## src/rtl/cdiv_pkg.sv

```systemverilog
package cdiv_pkg;
  // Default log2 of the largest division ratio (1/4 -> 2).
  localparam int DEF_MAX_LOG2 = 2;

  // A ratio code is usable when it names a power of two not above the maximum.
  function automatic logic code_ok(input int code, input int max_log2);
    return (code <= max_log2);
  endfunction
endpackage

```

## src/rtl/cdiv_ratio_ctl.sv

```systemverilog
module cdiv_ratio_ctl #(
  parameter int MAX_LOG2 = cdiv_pkg::DEF_MAX_LOG2,
  parameter int CODE_W   = 2,
  parameter int CNT_W    = 2
) (
  input  logic              clk,
  input  logic              rst_n,
  input  logic              load_i,
  input  logic [CODE_W-1:0] code_i,
  output logic [CNT_W-1:0]  lim_o
);
  logic [CODE_W-1:0] act_q, act_d;
  logic              code_valid;

  assign code_valid = cdiv_pkg::code_ok(int'(code_i), MAX_LOG2);

  // next state: reserved codes keep the active ratio
  always_comb begin
    act_d = act_q;
    if (load_i && code_valid) act_d = code_i;
  end

  always_ff @(posedge clk or negedge rst_n) begin
    if (!rst_n) act_q <= '0;
    else        act_q <= act_d;
  end

  // terminal count = 2**act - 1, built as a thermometer
  always_comb begin
    lim_o = '0;
    for (int i = 0; i < CNT_W; i++) lim_o[i] = (i < int'(act_q));
  end

  AST_RSVD_KEEP: assert property (@(posedge clk) disable iff (!rst_n)
    (load_i && !code_valid) |=> $stable(act_q));
endmodule

```

## src/rtl/cdiv_phase_cnt.sv

```systemverilog
module cdiv_phase_cnt #(
  parameter int CNT_W = 2
) (
  input  logic             clk,
  input  logic             rst_n,
  input  logic             run_i,
  input  logic             clear_i,
  input  logic [CNT_W-1:0] lim_i,
  output logic             tick_o
);
  logic [CNT_W-1:0] cnt_q, cnt_d;
  logic             at_lim;

  assign at_lim = (cnt_q == lim_i);
  assign tick_o = run_i && at_lim;

  always_comb begin
    cnt_d = cnt_q;
    if (clear_i)     cnt_d = '0;
    else if (run_i)  cnt_d = at_lim ? '0 : cnt_q + CNT_W'(1);
  end

  always_ff @(posedge clk or negedge rst_n) begin
    if (!rst_n) cnt_q <= '0;
    else        cnt_q <= cnt_d;
  end

  AST_CNT_RANGE: assert property (@(posedge clk) disable iff (!rst_n)
    cnt_q <= lim_i);
endmodule

```

## src/rtl/cdiv_stop_ctl.sv

```systemverilog
module cdiv_stop_ctl (
  input  logic clk,
  input  logic rst_n,
  input  logic tick_i,
  input  logic lvl_now_i,
  input  logic stop_req_i,
  input  logic stop_lvl_i,
  output logic stopped_o,
  output logic resume_o
);
  logic stopped_q, stopped_d;
  logic enter;

  // park only on a transition that lands on the requested level
  assign enter    = tick_i && stop_req_i && ((~lvl_now_i) == stop_lvl_i);
  assign resume_o = stopped_q && !stop_req_i;
  assign stopped_o = stopped_q;

  always_comb begin
    stopped_d = stopped_q;
    if (enter)         stopped_d = 1'b1;
    else if (resume_o) stopped_d = 1'b0;
  end

  always_ff @(posedge clk or negedge rst_n) begin
    if (!rst_n) stopped_q <= 1'b0;
    else        stopped_q <= stopped_d;
  end

  AST_STOP_LEVEL: assert property (@(posedge clk) disable iff (!rst_n)
    $rose(stopped_q) |-> (lvl_now_i == $past(stop_lvl_i)));
endmodule

```

## src/rtl/card_clk_div.sv

```systemverilog
module card_clk_div #(
  parameter  int MAX_LOG2 = cdiv_pkg::DEF_MAX_LOG2,
  localparam int CODE_W   = $clog2(MAX_LOG2 + 2),
  localparam int CNT_W    = (MAX_LOG2 < 1) ? 1 : MAX_LOG2
) (
  input  logic              clk_ref,
  input  logic              rst_n,
  input  logic [CODE_W-1:0] div_code,
  input  logic              stop_req,
  input  logic              stop_lvl,
  output logic              card_clk
);
  logic [CNT_W-1:0] lim;
  logic tick, stopped, resume, fall, load;
  logic clk_q, clk_d;

  assign fall = tick && clk_q;
  assign load = fall || resume;

  cdiv_ratio_ctl #(.MAX_LOG2(MAX_LOG2), .CODE_W(CODE_W), .CNT_W(CNT_W)) u_ratio (
    .clk(clk_ref), .rst_n(rst_n), .load_i(load), .code_i(div_code), .lim_o(lim));

  cdiv_phase_cnt #(.CNT_W(CNT_W)) u_cnt (
    .clk(clk_ref), .rst_n(rst_n), .run_i(!stopped), .clear_i(resume),
    .lim_i(lim), .tick_o(tick));

  cdiv_stop_ctl u_stop (
    .clk(clk_ref), .rst_n(rst_n), .tick_i(tick), .lvl_now_i(clk_q),
    .stop_req_i(stop_req), .stop_lvl_i(stop_lvl),
    .stopped_o(stopped), .resume_o(resume));

  always_comb begin
    clk_d = clk_q;
    if (tick) clk_d = ~clk_q;
  end

  always_ff @(posedge clk_ref or negedge rst_n) begin
    if (!rst_n) clk_q <= 1'b0;
    else        clk_q <= clk_d;
  end

  assign card_clk = clk_q;

  AST_STOP_HOLD: assert property (@(posedge clk_ref) disable iff (!rst_n)
    (stopped && stop_req) |=> $stable(clk_q));
  AST_RATIO_HOLD_HIGH: assert property (@(posedge clk_ref) disable iff (!rst_n)
    (clk_q && $past(clk_q) && !$past(stopped)) |-> $stable(lim));
endmodule

```

## config.mk

```make
export PLATFORM = sky130hd
export DESIGN_NAME = card_clk_div
export DESIGN_NICKNAME = d
export VERILOG_FILES = /design/src/rtl/cdiv_pkg.sv /design/src/rtl/cdiv_ratio_ctl.sv /design/src/rtl/cdiv_phase_cnt.sv /design/src/rtl/cdiv_stop_ctl.sv /design/src/rtl/card_clk_div.sv
export SDC_FILE = /design/constraint.sdc
export NUM_CORES = 1
export LEC_CHECK = 0
export ABC_AREA = 1
export BUFFER_PORTS_ARGS = -buffer_cell sky130_fd_sc_hd__buf_2
export CORE_AREA = 5 5 42 44
export CTS_BUF_LIST = sky130_fd_sc_hd__clkbuf_4
export DETAILED_ROUTE_END_ITERATION = 8
export DIE_AREA = 0 0 47 49
export GPL_TIMING_DRIVEN = 1
export MAX_ROUTING_LAYER = met4
export SLEW_MARGIN = 25
export SYNTH_ARGS = -nofsm -noshare
export SYNTH_HDL_FRONTEND = slang
export SYNTH_SLANG_ARGS = --single-unit
```

## constraint.sdc

```tcl
create_clock -name clk_ref -period 1.75 [get_ports clk_ref]
set_input_delay 0.2625 -clock clk_ref [delete_from_list [all_inputs] [get_ports clk_ref]]
set_output_delay 0.2625 -clock clk_ref [all_outputs]
set_load 0.01 [all_outputs]
```

==> summary.md <==
| Metric | Value |
|---|---|
| Area after DPL | `380 sq um` |
| Worst-case clock buffer depth | `2` |
| Overflow after GRT | `0` |
| Latest clock arrival within the worst-skew pair | `250 ps` |
| Number of max-cap violations | `0` |
| Peak VDD IR | `611 uV` |
| CTS tree | `built` |
| Cells after synthesis | `41` |
| Die Wd | `47 um` |
| Layout Utilization | `29.5%` |
| Syn Nets | `47` |
| Routability Congestion | `0.715` |
| CTS HTree Levels | `1` |
| DP HPWL | `471 um` |
| Design area | `413 sq um` |
| Port Buf Inserts | `6` |
| Crit Path Class | `register to register` |
| Layout cell share with drive strength beyond 1 | `37.3%` |
| Clock transition at path regs | `50 ps` |
| Initial Utilization | `23.6%` |
| Synth Register Bits | `6` |
| RSZ-0062 raised after global routing | `no` |
| Clock root cell | `clkbuf_4` |
| Synth area leaders | `dfrtp_1, nand2_1, nand2_2, nand3_1, nand3_2` |
| Worst Setup SP | `u_ratio.act_q[1]` |
| Max_slew headroom | `88.6%` |
| Yosys cell types | `16` |
| Status | `finished, final reports clean` |
| Fin. max-slew vios | `0` |
| Vias in the first global route | `268` |
| Final wirelength | `647 um` |
| Setup Buffers After CTS | `0` |
| Setup TNS | `0 ps` |
| Tcrit/Tclk final | `63.5%` |
| Final antenna diode count | `0` |
| Row cnt | `14` |
| Critical path arrival | `1250 ps` |
| CP max FO | `5` |
| Core box area | `0.00140 sq mm` |
| All-Layer GR Usage | `7.55%` |
| Cell area after synthesis | `330 sq um` |
| DR vias | `297` |
| Required @ worst endpoint | `1890 ps` |
| Cell taking the most area after synthesis | `dfrtp_1` |
| Mean Syn Cell Area | `8.06 sq um` |
| DRT iter0 DRCs | `4` |
| Worst-margin pin slew | `171 ps` |
| 1st-pass router iterations | `4` |
| Min-delay src | `div_code[0]` |
| Synth warn | `0` |
| Boundary Pins | `7` |
| Crit end category | `register` |
| Synth-to-layout area growth | `25.0%` |
| Detail Route Antenna Nets | `0` |
| Final Hold Fails | `0` |
| RR Startpoint | `u_ratio.act_q[1]` |
| Post-route minimum period | `1110 ps` |
| Hold-fix buffers at CTS | `1` |
| Initial antenna violation count | `0` |
| Overall die height | `49 um` |
| Area share of the largest cell type after synthesis | `45.5%` |
| Pwr dens | `1880 mW/mm^2` |
| Die ar. | `0.00230 sq mm` |
| Via density | `4.43` |
| Min-delay worst type | `primary input to register` |
| Startpoint types | `register` |
| Clk_skew | `3.39 ps` |
| Setup violators final | `0` |
| First-pass GRT wire length | `1110 um` |
| # clock sinks | `6` |
| Register area share after synthesis | `45.5%` |
| Final #Nets | `59` |
| DRC | `0` |
| Wire per inst | `9.66 um` |
| Largest net degree at the start of global routing | `7` |
| LEAKAGE | `0.000210 uW` |
| CTS Buf Count | `3` |
| Max Clock Freq | `0.899 GHz` |
| CTS resizes | `0` |
==> per-layer routing <==
metal | GRT usage (%) | part of all wire, %
met5 | - | 0
met4 | 9.68 | 5.9
met3 | 2.21 | 4.0
met2 | 7.47 | 40
met1 | 9.84 | 50
==> registers in the layout, indices dropped and copies added (netlist names) <==
| register | count |
|---|---|
| u_cnt.cnt_q | 2 |
| u_ratio.act_q | 2 |
| u_stop.stopped_o | 1 |
| card_clk | 1 |
==> per-stage QoR <==
stage	instances	hold slack [ps]	power [uW]	setup slack, ps
finish	67	262	776	638
global route	67	270	856	505
CTS	67	260	781	631
detailed placement	63	95.9	643	643
global placement	63	94.7	635	663
floorplan	41	-33.1	564	723
==> final timing paths <==
kind                               endpoint  depth (start not counted)  slack [ps]
setup / recovery             u_cnt.cnt_q[1]                          8         640
hold / removal             u_ratio.act_q[0]                          3         260
setup reg to reg             u_cnt.cnt_q[1]                          8         640
hold reg to reg            u_ratio.act_q[0]                          2         510
max in group asynchronous          card_clk                          2        1230
min in group asynchronous  u_ratio.act_q[1]                          2         370
==> area by class of cell <==
class	count	area, sq um
fillers	161	988
multi-input cells	31	165
flip-flops and latches	6	150
repair buffers	7	40.0
clock buffers	3	22.5
well taps	16	20.0
inverters	4	15.0
==> critical path: stages (launching register included) <==
cell and delay [ps]:
dfrtp_1 410, nor2_1 110, nand2_1 70, nand2_2 80, nand2_2 90, nand3_2 70, nand2_1 60, nand2_1 70
o21ai_2 50
==> Yosys cell counts, drive strengths merged <==
master  number
a21boi       1
dfrtp        6
inv          4
nand2       16
nand3        4
nand4        1
nor2         2
o21ai        5
or2          1
xor2         1
==> power by group <==
group / internal (uW) / switching [uW]
combinational: 142 / 215
sequential: 211 / 75.5
clock: 77.9 / 54.2
==> cells by family after synthesis <==
kind of cell	count (synthesis)	share of synthesized area (%)
simple gates	24	36.4
buf+inv	4	4.55
xor+xnor	1	2.65
flops	6	45.5
compound gates	6	11.0
==> cells in the final DEF (no fill, tap or decap) <==
master | Yosys | layout
nand2_1 | 11 | 11
dfrtp_1 | 6 | 6
buf_2 | 0 | 6
nand2_2 | 5 | 5
nand3_1 | 3 | 3
clkbuf_4 | 0 | 3
o21ai_1 | 2 | 2
inv_2 | 2 | 2
inv_1 | 2 | 2
o21ai_0 | 2 | 2
nor2_1 | 1 | 1
nand3_2 | 1 | 1
o21ai_2 | 1 | 1
a21boi_0 | 1 | 1
nand4_1 | 1 | 1
or2_0 | 1 | 1
nor2_2 | 1 | 1
xor2_1 | 1 | 1
dlygate4sd3_1 | 0 | 1
Power figures use the tool's default switching activity.
